**src/rtl/spi_tm_pkg.sv**
```systemverilog
package spi_tm_pkg;
  typedef enum logic [2:0] {
    TM_IDLE  = 3'd0,
    TM_SETUP = 3'd1,
    TM_BIT   = 3'd2,
    TM_HOLD  = 3'd3,
    TM_GAP   = 3'd4
  } tm_state_e;
endpackage

```
**src/rtl/spi_tm_halfsel.sv**
```systemverilog
module spi_tm_halfsel #(
  parameter int CNT_W = 16
) (
  input  logic [CNT_W-1:0] cfg_hi,
  input  logic [CNT_W-1:0] cfg_lo,
  input  logic             cpol,
  output logic [CNT_W-1:0] len_first,
  output logic [CNT_W-1:0] len_second
);
  localparam int SUM_W = CNT_W + 1;

  logic [SUM_W-1:0] sum;
  logic             too_short;
  logic [CNT_W-1:0] hi_eff, lo_eff;

  // (hi+1)+(lo+1) < 4 means hi+lo < 2: force 2+2 cycles
  always_comb begin
    sum       = {1'b0, cfg_hi} + {1'b0, cfg_lo};
    too_short = (sum < SUM_W'(2));
    hi_eff    = too_short ? CNT_W'(1) : cfg_hi;
    lo_eff    = too_short ? CNT_W'(1) : cfg_lo;
    // first half of a bit sits at ~cpol
    len_first  = cpol ? lo_eff : hi_eff;
    len_second = cpol ? hi_eff : lo_eff;
  end
endmodule

```
**src/rtl/spi_tm_seq.sv**
```systemverilog
module spi_tm_seq
  import spi_tm_pkg::*;
#(
  parameter int CNT_W  = 16,
  parameter int IDLE_W = 8
) (
  input  logic              clk,
  input  logic              rst_n,
  input  logic              start_valid,
  output logic              start_ready,
  input  logic              bit_valid,
  output logic              bit_ready,
  input  logic [CNT_W-1:0]  cfg_setup,
  input  logic [CNT_W-1:0]  cfg_hold,
  input  logic [IDLE_W-1:0] cfg_idle,
  input  logic [CNT_W-1:0]  len_first,
  input  logic [CNT_W-1:0]  len_second,
  output logic              frame_active,
  output logic              first_half,
  output logic              ev_lead,
  output logic              ev_trail
);
  tm_state_e        st;
  logic [CNT_W-1:0] cnt;
  logic             half;
  logic             cnt_zero;

  assign cnt_zero     = (cnt == '0);
  assign start_ready  = (st == TM_IDLE);
  assign frame_active = (st == TM_SETUP) || (st == TM_BIT) || (st == TM_HOLD);
  assign first_half   = (st == TM_BIT) && !half;
  assign bit_ready    = cnt_zero && ((st == TM_SETUP) || ((st == TM_BIT) && half));

  always_ff @(posedge clk or negedge rst_n) begin
    if (!rst_n) begin
      st       <= TM_IDLE;
      cnt      <= '0;
      half     <= 1'b0;
      ev_lead  <= 1'b0;
      ev_trail <= 1'b0;
    end else begin
      ev_lead  <= 1'b0;
      ev_trail <= 1'b0;
      case (st)
        TM_IDLE: begin
          if (start_valid) begin
            st  <= TM_SETUP;
            cnt <= cfg_setup;
          end
        end
        TM_SETUP: begin
          if (!cnt_zero) begin
            cnt <= cnt - 1'b1;
          end else if (bit_valid) begin
            st      <= TM_BIT;
            half    <= 1'b0;
            cnt     <= len_first;
            ev_lead <= 1'b1;
          end else begin
            st  <= TM_HOLD;
            cnt <= cfg_hold;
          end
        end
        TM_BIT: begin
          if (!cnt_zero) begin
            cnt <= cnt - 1'b1;
          end else if (!half) begin
            half     <= 1'b1;
            cnt      <= len_second;
            ev_trail <= 1'b1;
          end else if (bit_valid) begin
            half    <= 1'b0;
            cnt     <= len_first;
            ev_lead <= 1'b1;
          end else begin
            st  <= TM_HOLD;
            cnt <= cfg_hold;
          end
        end
        TM_HOLD: begin
          if (!cnt_zero) begin
            cnt <= cnt - 1'b1;
          end else begin
            st  <= TM_GAP;
            cnt <= CNT_W'(cfg_idle);
          end
        end
        TM_GAP: begin
          if (!cnt_zero) cnt <= cnt - 1'b1;
          else           st  <= TM_IDLE;
        end
        default: st <= TM_IDLE;
      endcase
    end
  end

  // bits are only requested inside an open frame
  p_bit_in_frame_r7: assert property (@(posedge clk) disable iff (!rst_n)
    bit_ready |-> frame_active);

  // a frame only opens after an accepted request
  p_frame_opens_on_request_r3: assert property (@(posedge clk) disable iff (!rst_n)
    $rose(frame_active) |-> $past(start_valid && start_ready));

  // leading and trailing edge events never coincide
  p_single_edge_r11: assert property (@(posedge clk) disable iff (!rst_n)
    $onehot0({ev_lead, ev_trail}));
endmodule

```
**src/rtl/spi_tm_sample_dly.sv**
```systemverilog
module spi_tm_sample_dly #(
  parameter int TICK_W = 3
) (
  input  logic              clk,
  input  logic              rst_n,
  input  logic              ev_in,
  input  logic [TICK_W-1:0] tick,
  output logic              ev_out
);
  localparam int DEPTH = 1 << TICK_W;

  logic [DEPTH-2:0] dly;
  logic [DEPTH-1:0] tap;

  // tap[k] = ev_in delayed k cycles
  assign tap    = {dly, ev_in};
  assign ev_out = tap[tick];

  always_ff @(posedge clk or negedge rst_n) begin
    if (!rst_n) dly <= '0;
    else        dly <= tap[DEPTH-2:0];
  end

  // with zero delay no strobe appears without an edge event
  p_no_phantom_sample_r11: assert property (@(posedge clk) disable iff (!rst_n)
    (tick == '0 && !ev_in) |-> !ev_out);
endmodule

```
**src/rtl/spi_sck_cs_timer.sv**
```systemverilog
module spi_sck_cs_timer #(
  parameter int CNT_W  = 16,
  parameter int IDLE_W = 8,
  parameter int TICK_W = 3
) (
  input  logic              clk,
  input  logic              rst_n,
  input  logic [CNT_W-1:0]  cfg_sck_high,
  input  logic [CNT_W-1:0]  cfg_sck_low,
  input  logic [CNT_W-1:0]  cfg_cs_setup,
  input  logic [CNT_W-1:0]  cfg_cs_hold,
  input  logic [IDLE_W-1:0] cfg_cs_idle,
  input  logic              cfg_cpol,
  input  logic              cfg_cpha,
  input  logic              cfg_cs_active_high,
  input  logic              cfg_sample_swap,
  input  logic [TICK_W-1:0] cfg_tick_delay,
  input  logic              start_valid,
  output logic              start_ready,
  input  logic              bit_valid,
  output logic              bit_ready,
  output logic              sck,
  output logic              cs,
  output logic              shift_stb,
  output logic              sample_stb
);
  logic [CNT_W-1:0] len_first, len_second;
  logic frame_active, first_half, ev_lead, ev_trail, capture_ev;

  spi_tm_halfsel #(.CNT_W(CNT_W)) u_halfsel (
    .cfg_hi     (cfg_sck_high),
    .cfg_lo     (cfg_sck_low),
    .cpol       (cfg_cpol),
    .len_first  (len_first),
    .len_second (len_second)
  );

  spi_tm_seq #(.CNT_W(CNT_W), .IDLE_W(IDLE_W)) u_seq (
    .clk          (clk),
    .rst_n        (rst_n),
    .start_valid  (start_valid),
    .start_ready  (start_ready),
    .bit_valid    (bit_valid),
    .bit_ready    (bit_ready),
    .cfg_setup    (cfg_cs_setup),
    .cfg_hold     (cfg_cs_hold),
    .cfg_idle     (cfg_cs_idle),
    .len_first    (len_first),
    .len_second   (len_second),
    .frame_active (frame_active),
    .first_half   (first_half),
    .ev_lead      (ev_lead),
    .ev_trail     (ev_trail)
  );

  assign sck        = first_half ? ~cfg_cpol : cfg_cpol;
  assign cs         = frame_active ? cfg_cs_active_high : ~cfg_cs_active_high;
  assign shift_stb  = cfg_cpha ? ev_lead : (bit_valid && bit_ready);
  assign capture_ev = (cfg_cpha ^ cfg_sample_swap) ? ev_trail : ev_lead;

  spi_tm_sample_dly #(.TICK_W(TICK_W)) u_sample_dly (
    .clk    (clk),
    .rst_n  (rst_n),
    .ev_in  (capture_ev),
    .tick   (cfg_tick_delay),
    .ev_out (sample_stb)
  );

  // SCK rests at its idle level whenever no frame is open
  p_sck_idle_level_r4: assert property (@(posedge clk) disable iff (!rst_n)
    !frame_active |-> (sck == cfg_cpol));

  // an idle timer keeps CS inactive
  p_cs_inactive_when_ready_r2: assert property (@(posedge clk) disable iff (!rst_n)
    start_ready |-> (cs == ~cfg_cs_active_high));

  // launch strobes only inside a frame
  p_shift_in_frame_r10: assert property (@(posedge clk) disable iff (!rst_n)
    shift_stb |-> frame_active);
endmodule

```
**config.mk**
```make
export PLATFORM = sky130hd
export DESIGN_NAME = spi_sck_cs_timer
export DESIGN_NICKNAME = d
export VERILOG_FILES = /design/src/rtl/spi_tm_pkg.sv /design/src/rtl/spi_tm_halfsel.sv /design/src/rtl/spi_tm_seq.sv /design/src/rtl/spi_tm_sample_dly.sv /design/src/rtl/spi_sck_cs_timer.sv
export SDC_FILE = /design/constraint.sdc
export NUM_CORES = 1
export LEC_CHECK = 0
export CAP_MARGIN = 10
export CELL_PAD_IN_SITES_DETAIL_PLACEMENT = 0
export CELL_PAD_IN_SITES_GLOBAL_PLACEMENT = 1
export CORE_AREA = 2 2 106 108
export CTS_CLUSTER_SIZE = 8
export DETAILED_ROUTE_END_ITERATION = 16
export DIE_AREA = 0 0 108 110
export PLACE_DENSITY_LB_ADDON = 0.1
export SYNTH_ARGS = -nofsm -noshare
export SYNTH_HDL_FRONTEND = slang
export SYNTH_SLANG_ARGS = --single-unit
```
**constraint.sdc**
```tcl
create_clock -name clk -period 2.5 [get_ports clk]
set_input_delay 0.5 -clock clk [delete_from_list [all_inputs] [get_ports clk]]
set_output_delay 0.5 -clock clk [all_outputs]
set_load 0.005 [all_outputs]
```
After elaboration in Yosys (flattened, before gate mapping) --
Index checks and enable logic that the tools add are counted.
Word-level totals: flip-flop bits (word level) 29, logic and storage cells 82
Cells by class: equality and inequality tests 13, add/sub/neg operators 2, $lt $le $gt $ge 2, reductions and logical operators 15, bitwise gates (word level) 3, muxes and demuxes 41
Operators with widths (number):
- $mux 16 | 11
- $pmux 16 s5 | 1
- $mux 3 | 7
- $mux 1 | 18
- $add 16x16->17 | 1
- $lt 17x2->1 const B | 1
- $logic_not 16->1 | 1
- $sub 16x1->16 const B | 1
- $pmux 3 s5 | 1
- $ne 2x1->1 const B | 5
- $ne 2x2->1 const B | 4
- $reduce_and 7->1 | 1
- $eq 3x2->1 const B | 2
- $reduce_bool 5->1 | 1
- $logic_and 1x1->1 | 4
- $lt 3x4->1 const B | 1
- $pmux 1 s2 | 2
- $reduce_and 4->1 | 1
- $bmux 1 s3 | 1
- $eq 3x1->1 const B | 1
- $eq 3x3->1 const B | 1
- $logic_not 3->1 | 1
- $logic_or 1x1->1 | 3
- $reduce_and 3->1 | 1
- 4 further kinds | 5

Depth between registers and ports, before layout --
word-level depth 8, depth in mapped cells 11, mapped depth without buffers 10

Cells and area by module --
A second synthesis with hierarchy kept.
Second synthesis, totals: cell total of the unflattened synthesis 507, area total of the unflattened synthesis 4071.4 sq um
By module, submodules not included:
- spi_tm_seq | sequential area each 550.5 sq um, area each 2185.8 sq um, cells an instance 286, times used 1
- spi_tm_halfsel | sequential area each 0.0 sq um, area each 1596.5 sq um, cells an instance 204, times used 1
- spi_tm_sample_dly | sequential area each 175.2 sq um, area each 239.0 sq um, cells an instance 10, times used 1
- spi_sck_cs_timer | sequential area each 0.0 sq um, area each 50.0 sq um, cells an instance 7, times used 1

Worst setup path before layout --
No wires, ideal clock.
kind input-to-reg, start point in cfg_sck_high[0], end point reg u_seq.cnt[10], cell stages on the path 11, required time 2374 ps, library setup time 126 ps, path slack -416 ps, data arrival time 2790 ps, buffers on the path 1, path through and2_1 fa_1 a21o_1 a221oi_1 o211ai_1 a21o_1 a221oi_1 nand4_1 clkbuf_1 a221oi_1 nor2_1
Between the ends: word-level cells in the longest chain between the ends 8
Ends and longest elaborated chain:
- from (decl) | line spi_sck_cs_timer.sv:8 | input logic [CNT_W-1:0] cfg_sck_high,
- $add 16x16->17 (*) | line spi_tm_halfsel.sv:18 | sum = {1'b0, cfg_hi} + {1'b0, cfg_lo};
- $lt 17x2->1 (*) | line spi_tm_halfsel.sv:19 | too_short = (sum < SUM_W'(2));
- $mux 16 (on tied branches) | line spi_tm_halfsel.sv:20, spi_tm_halfsel.sv:21
- $mux 16 | line spi_tm_halfsel.sv:23 | len_first = cpol ? lo_eff : hi_eff;
- $mux 16 | line spi_tm_seq.sv:54, spi_tm_seq.sv:71
- $mux 16 | line spi_tm_seq.sv:67 | end else if (!half) begin
- $mux 16 | line spi_tm_seq.sv:65 | if (!cnt_zero) begin
- $pmux 16 s5 (*) | line spi_tm_seq.sv:44 | case (st)
- to (signal assigned) | line spi_tm_seq.sv:66 | cnt <= cnt - 1'b1;
- to (signal assigned) | line spi_tm_seq.sv:69 | cnt <= len_second;
- to (signal assigned) | line spi_tm_seq.sv:73 | cnt <= len_first;
- to (decl) | line spi_tm_seq.sv:24 | logic [CNT_W-1:0] cnt;
Every way passes the cells marked *; elsewhere a longest branch is shown, timed or not. A chain may end at the register's enable or synchronous reset.

Worst setup path in the final report --
start point in cfg_sck_low[0], end point reg u_seq.cnt[9]
Between the ends: word-level cells in the longest chain between the ends 8
Ends and longest elaborated chain:
- from (decl) | line spi_sck_cs_timer.sv:9 | input logic [CNT_W-1:0] cfg_sck_low,
- $add 16x16->17 (*) | line spi_tm_halfsel.sv:18
- $lt 17x2->1 (*) | line spi_tm_halfsel.sv:19
- $mux 16 (on tied branches) | line spi_tm_halfsel.sv:20, spi_tm_halfsel.sv:21
- $mux 16 | line spi_tm_halfsel.sv:23
- $mux 16 | line spi_tm_seq.sv:54, spi_tm_seq.sv:71
- $mux 16 | line spi_tm_seq.sv:67
- $mux 16 | line spi_tm_seq.sv:65
- $pmux 16 s5 (*) | line spi_tm_seq.sv:44
Marked as above.

==> flow_summary.toml <==
[status]
status = "finished with violations"
failed_checks = "setup timing"

[clock_network]
root_buffer = "clkbuf_8"
cts.clk_slew.worst_paths_ns = 0.06
cts_tree = "done"
insertion_delay_ns = 0.29
hold_buffers = 0
clockBufferDepth = 2
h-tree-depth = 2
cts_buffers = 5
cts_sinks = 29

[worst_setup_path]
critPathMaxFanout = 5
startpoint_type = "primary input"
crit_path_max_incr_delay_ns = 0.36
critPathKind = "primary input to flop"
critPathTopFamily = "compound AO/OA/AOI/OAI gates"
cp_common_cell = "buf_6"
crit_path_end_kind = "flop"
cp.required_ns = 2.67
cp_data_arrival_time_ns = 3.00
path_buf_inv = 4
cp_slowest_cell = "fa_2"
critical_path.cell_chain = "buf_6 -> and2_4 -> fa_2 -> a21o_1 -> a221oi_4 -> o211ai_1 -> a21o_1 -> a221oi_2 -> nand4_1 -> buf_4 -> buf_6 -> buf_6 -> a21oi_4 -> nor3_2"

[global_routing]
use_met1_pct = 30.2
grt_pass1_wl_um = 22300
met3_usage_pct = 2.82
gr-total-overflow = 0
antenna_found_initial = 0
grt_pass1_vias = 4404
grt_usage_pct = 24.2
grt_max_degree = 32
globalRouteMet2Util_pct = 43.2
grt_busiest_layer = "met2"

[routing]
vias = 4467
wl_per_cell_um = 17.9
firstDrtPassIters = 5
drt_iter0_drc = 289
vias_per_cell = 5.63
drtAntennaViolNets = 0
route.detailed.drc = 0
routed_wirelength_um = 14200

[sta]
finalMaxSlewViolations = 0
tightest_slew_ns = 0.953
fmax_mhz = 353
rsz0062_at_grt = "true"
layout_setup_ws_ns = -0.331
setup_viol = 17
setup_tns_ns = -3.30
skew_ns = 0.00748
post-route-period-util_pct = 113
maxSlewHeadroom_pct = 36.0
hold_ws_ns = 0.372
finalHoldViolCount = 0
period_minus_slack_ns = 2.83

[placement]
place_hpwl_um = 11200
gp_congestion = 0.915
buffer_ports.inserted = 88
post-place-ws_ns = -1.12

[layout]
regArea_sq_um = 727
utilization_pct = 56.6
syn_to_final_growth_pct = 73.3
drive_gt1_share_pct = 35.7
n_antenna_cell = 0
multi_input_area_sq_um = 3060
nets = 752
nFillCells = 994

[logic_synthesis]
avgSynthCellArea_sq_um = 7.71
synth_top_area_share_pct = 20.8
synthArstFlopShare_pct = 100
ys_ff_latch = 29
synth_seq_area_share_pct = 20.8
synth_cell_types = 61
netlist.top_cell.by_area = "dfrtp_1"
synth_most_common_cell = "a21oi_1"
syn-num-nets = 553
netlist_top_cells_area = "dfrtp_1 (21%), a21oi_1 (6.3%), ha_1 (5.7%), o21ai_0 (5.0%), a221oi_1 (4.3%)"
synthCells = 453
synth_area_sq_um = 3490
synthFlopType = "dfrtp_1"
ys_warn_count = 0
synth-edff-count = 0
synth_commonest_cells = "a21oi_1 (44), nand2_1 (38), o21ai_0 (35)"

[floorplan]
start_util_pct = 32.6
fp.dieArea_sq_um = 11900
core_area_sq_um = 10700
io-pin-count = 89
row_count = 38
die_h_um = 110
die_w_um = 108

[pwr]
power_mw = 2.41
p_seq_share_pct = 24.9
combPwrFrac_pct = 53.4
clock_power_share_pct = 21.6
leakage_nw = 2.55
swShare_pct = 34.9
vdd_drop_max_uv = 244
p_per_area_nw_per_um2 = 398
p_switching_mw = 0.841
cellInternalPower_mw = 1.57

[job]
cap_violations = 0

[hold_path]
hold_class = "flop to flop"
==> path summary, 6_finish.rpt <==
kind | from | end | slack [ns] | cells after the start
max | cfg_sck_low[0] | u_seq.cnt[9] | -0.33 | 14
min | u_sample_dly.dly[5] | u_sample_dly.dly[6] | 0.37 | 0
max reg2reg | u_seq.cnt[8] | u_seq.cnt[0] | -0.09 | 10
min reg2reg | u_sample_dly.dly[5] | u_sample_dly.dly[6] | 0.37 | 0
max in group asynchronous | rst_n | u_seq.st[2] | 1.60 | 2
min in group asynchronous | rst_n | u_seq.ev_lead | 0.60 | 2
==> layout by cell type (no fill, tap or decap), drive strengths merged, types with 4 or more instances in the layout <==
| master | Yosys | final |
|---|---|---|
| ha | 16 | 16 |
| a221oi | 17 | 17 |
| and3 | 5 | 5 |
| o211ai | 7 | 7 |
| o21a | 12 | 12 |
| or3 | 5 | 5 |
| nand2b | 5 | 5 |
| clkdlybuf4s50 | 0 | 52 |
| a211oi | 4 | 4 |
| mux2i | 7 | 7 |
| inv | 13 | 13 |
| buf | 5 | 142 |
| o2111ai | 4 | 4 |
| a32oi | 7 | 7 |
| nor2 | 28 | 28 |
| dlymetal6s2s | 0 | 5 |
| or2 | 6 | 6 |
| o21ai | 35 | 35 |
| mux2 | 5 | 5 |
| nand3 | 14 | 14 |
| a21oi | 45 | 45 |
| xor2 | 6 | 6 |
| dfrtp | 29 | 29 |
| a21o | 4 | 4 |
| xnor2 | 12 | 12 |
| a22oi | 16 | 16 |
| dlygate4sd2 | 0 | 19 |
| o22ai | 4 | 4 |
| nor3 | 20 | 20 |
| a31oi | 6 | 6 |
| nand4 | 7 | 7 |
| clkbuf | 25 | 9 |
| nand2 | 38 | 38 |
==> metal layers <==
layer	wire [um]	vias up	share of wire, %
met3	688	18	4.9
met1	6040	2147	43
met5	0	-	0
met2	7220	132	51
li1	-	2170	-
met4	212	0	1.5
==> sequential cells by signal, indices dropped and copies added, names as in the netlist <==
| name | cells |
|---|---|
| u_sample_dly.dly | 7 |
| u_seq.cnt | 16 |
| u_seq.ev_lead | 1 |
| u_seq.ev_trail | 1 |
| u_seq.half | 1 |
| u_seq.st | 3 |
==> logic make-up (layout without fill, tap and decap cells) <==
group,after synthesis,count (layout),synth area share [%]
compound gates,189,189,37.7
flops,29,29,20.8
mux,14,14,4.91
fa+ha+maj,17,17,6.31
xor+xnor,18,18,4.51
buf+inv,43,243,5.16
simple gates,143,143,20.6
==> per-stage QoR <==
step	std cells	cell area, sq um
2_1_floorplan	453	3540
3_3_place_gp	770	5380
3_5_place_dp	770	5380
4_1_cts	787	5850
5_1_grt	793	6050
6_report	793	6050
==> repair_timing <==
action / 4_1_cts / 5_1_grt
pin swaps: 33 / 26
cloned: 0 / 0
setup endpoints to repair: 20 / 22
resized for setup: 120 / 37
buffers inserted: 10 / 7
==> power by group through the flow <==
stage / sequential, mW / combinational, mW / clock (mW)
floorplan: 0.633 / 0.561 / 0
global placement: 0.607 / 1.14 / 0
detailed placement: 0.608 / 1.15 / 0
CTS: 0.601 / 1.24 / 0.531
global route: 0.611 / 1.40 / 0.546
finish: 0.601 / 1.29 / 0.521
==> final cells by class <==
cell class / instances / area share [%]
Clock buffer: 6 / 1.36
Clock inverter: 2 / 0.620
Inverter: 13 / 0.806
Multi-Input combinational cell: 381 / 50.6
Sequential cell: 29 / 12.0
Tap cell: 140 / 2.89
Timing Repair Buffer: 222 / 31.7
(Power assumes the default switching activity.)
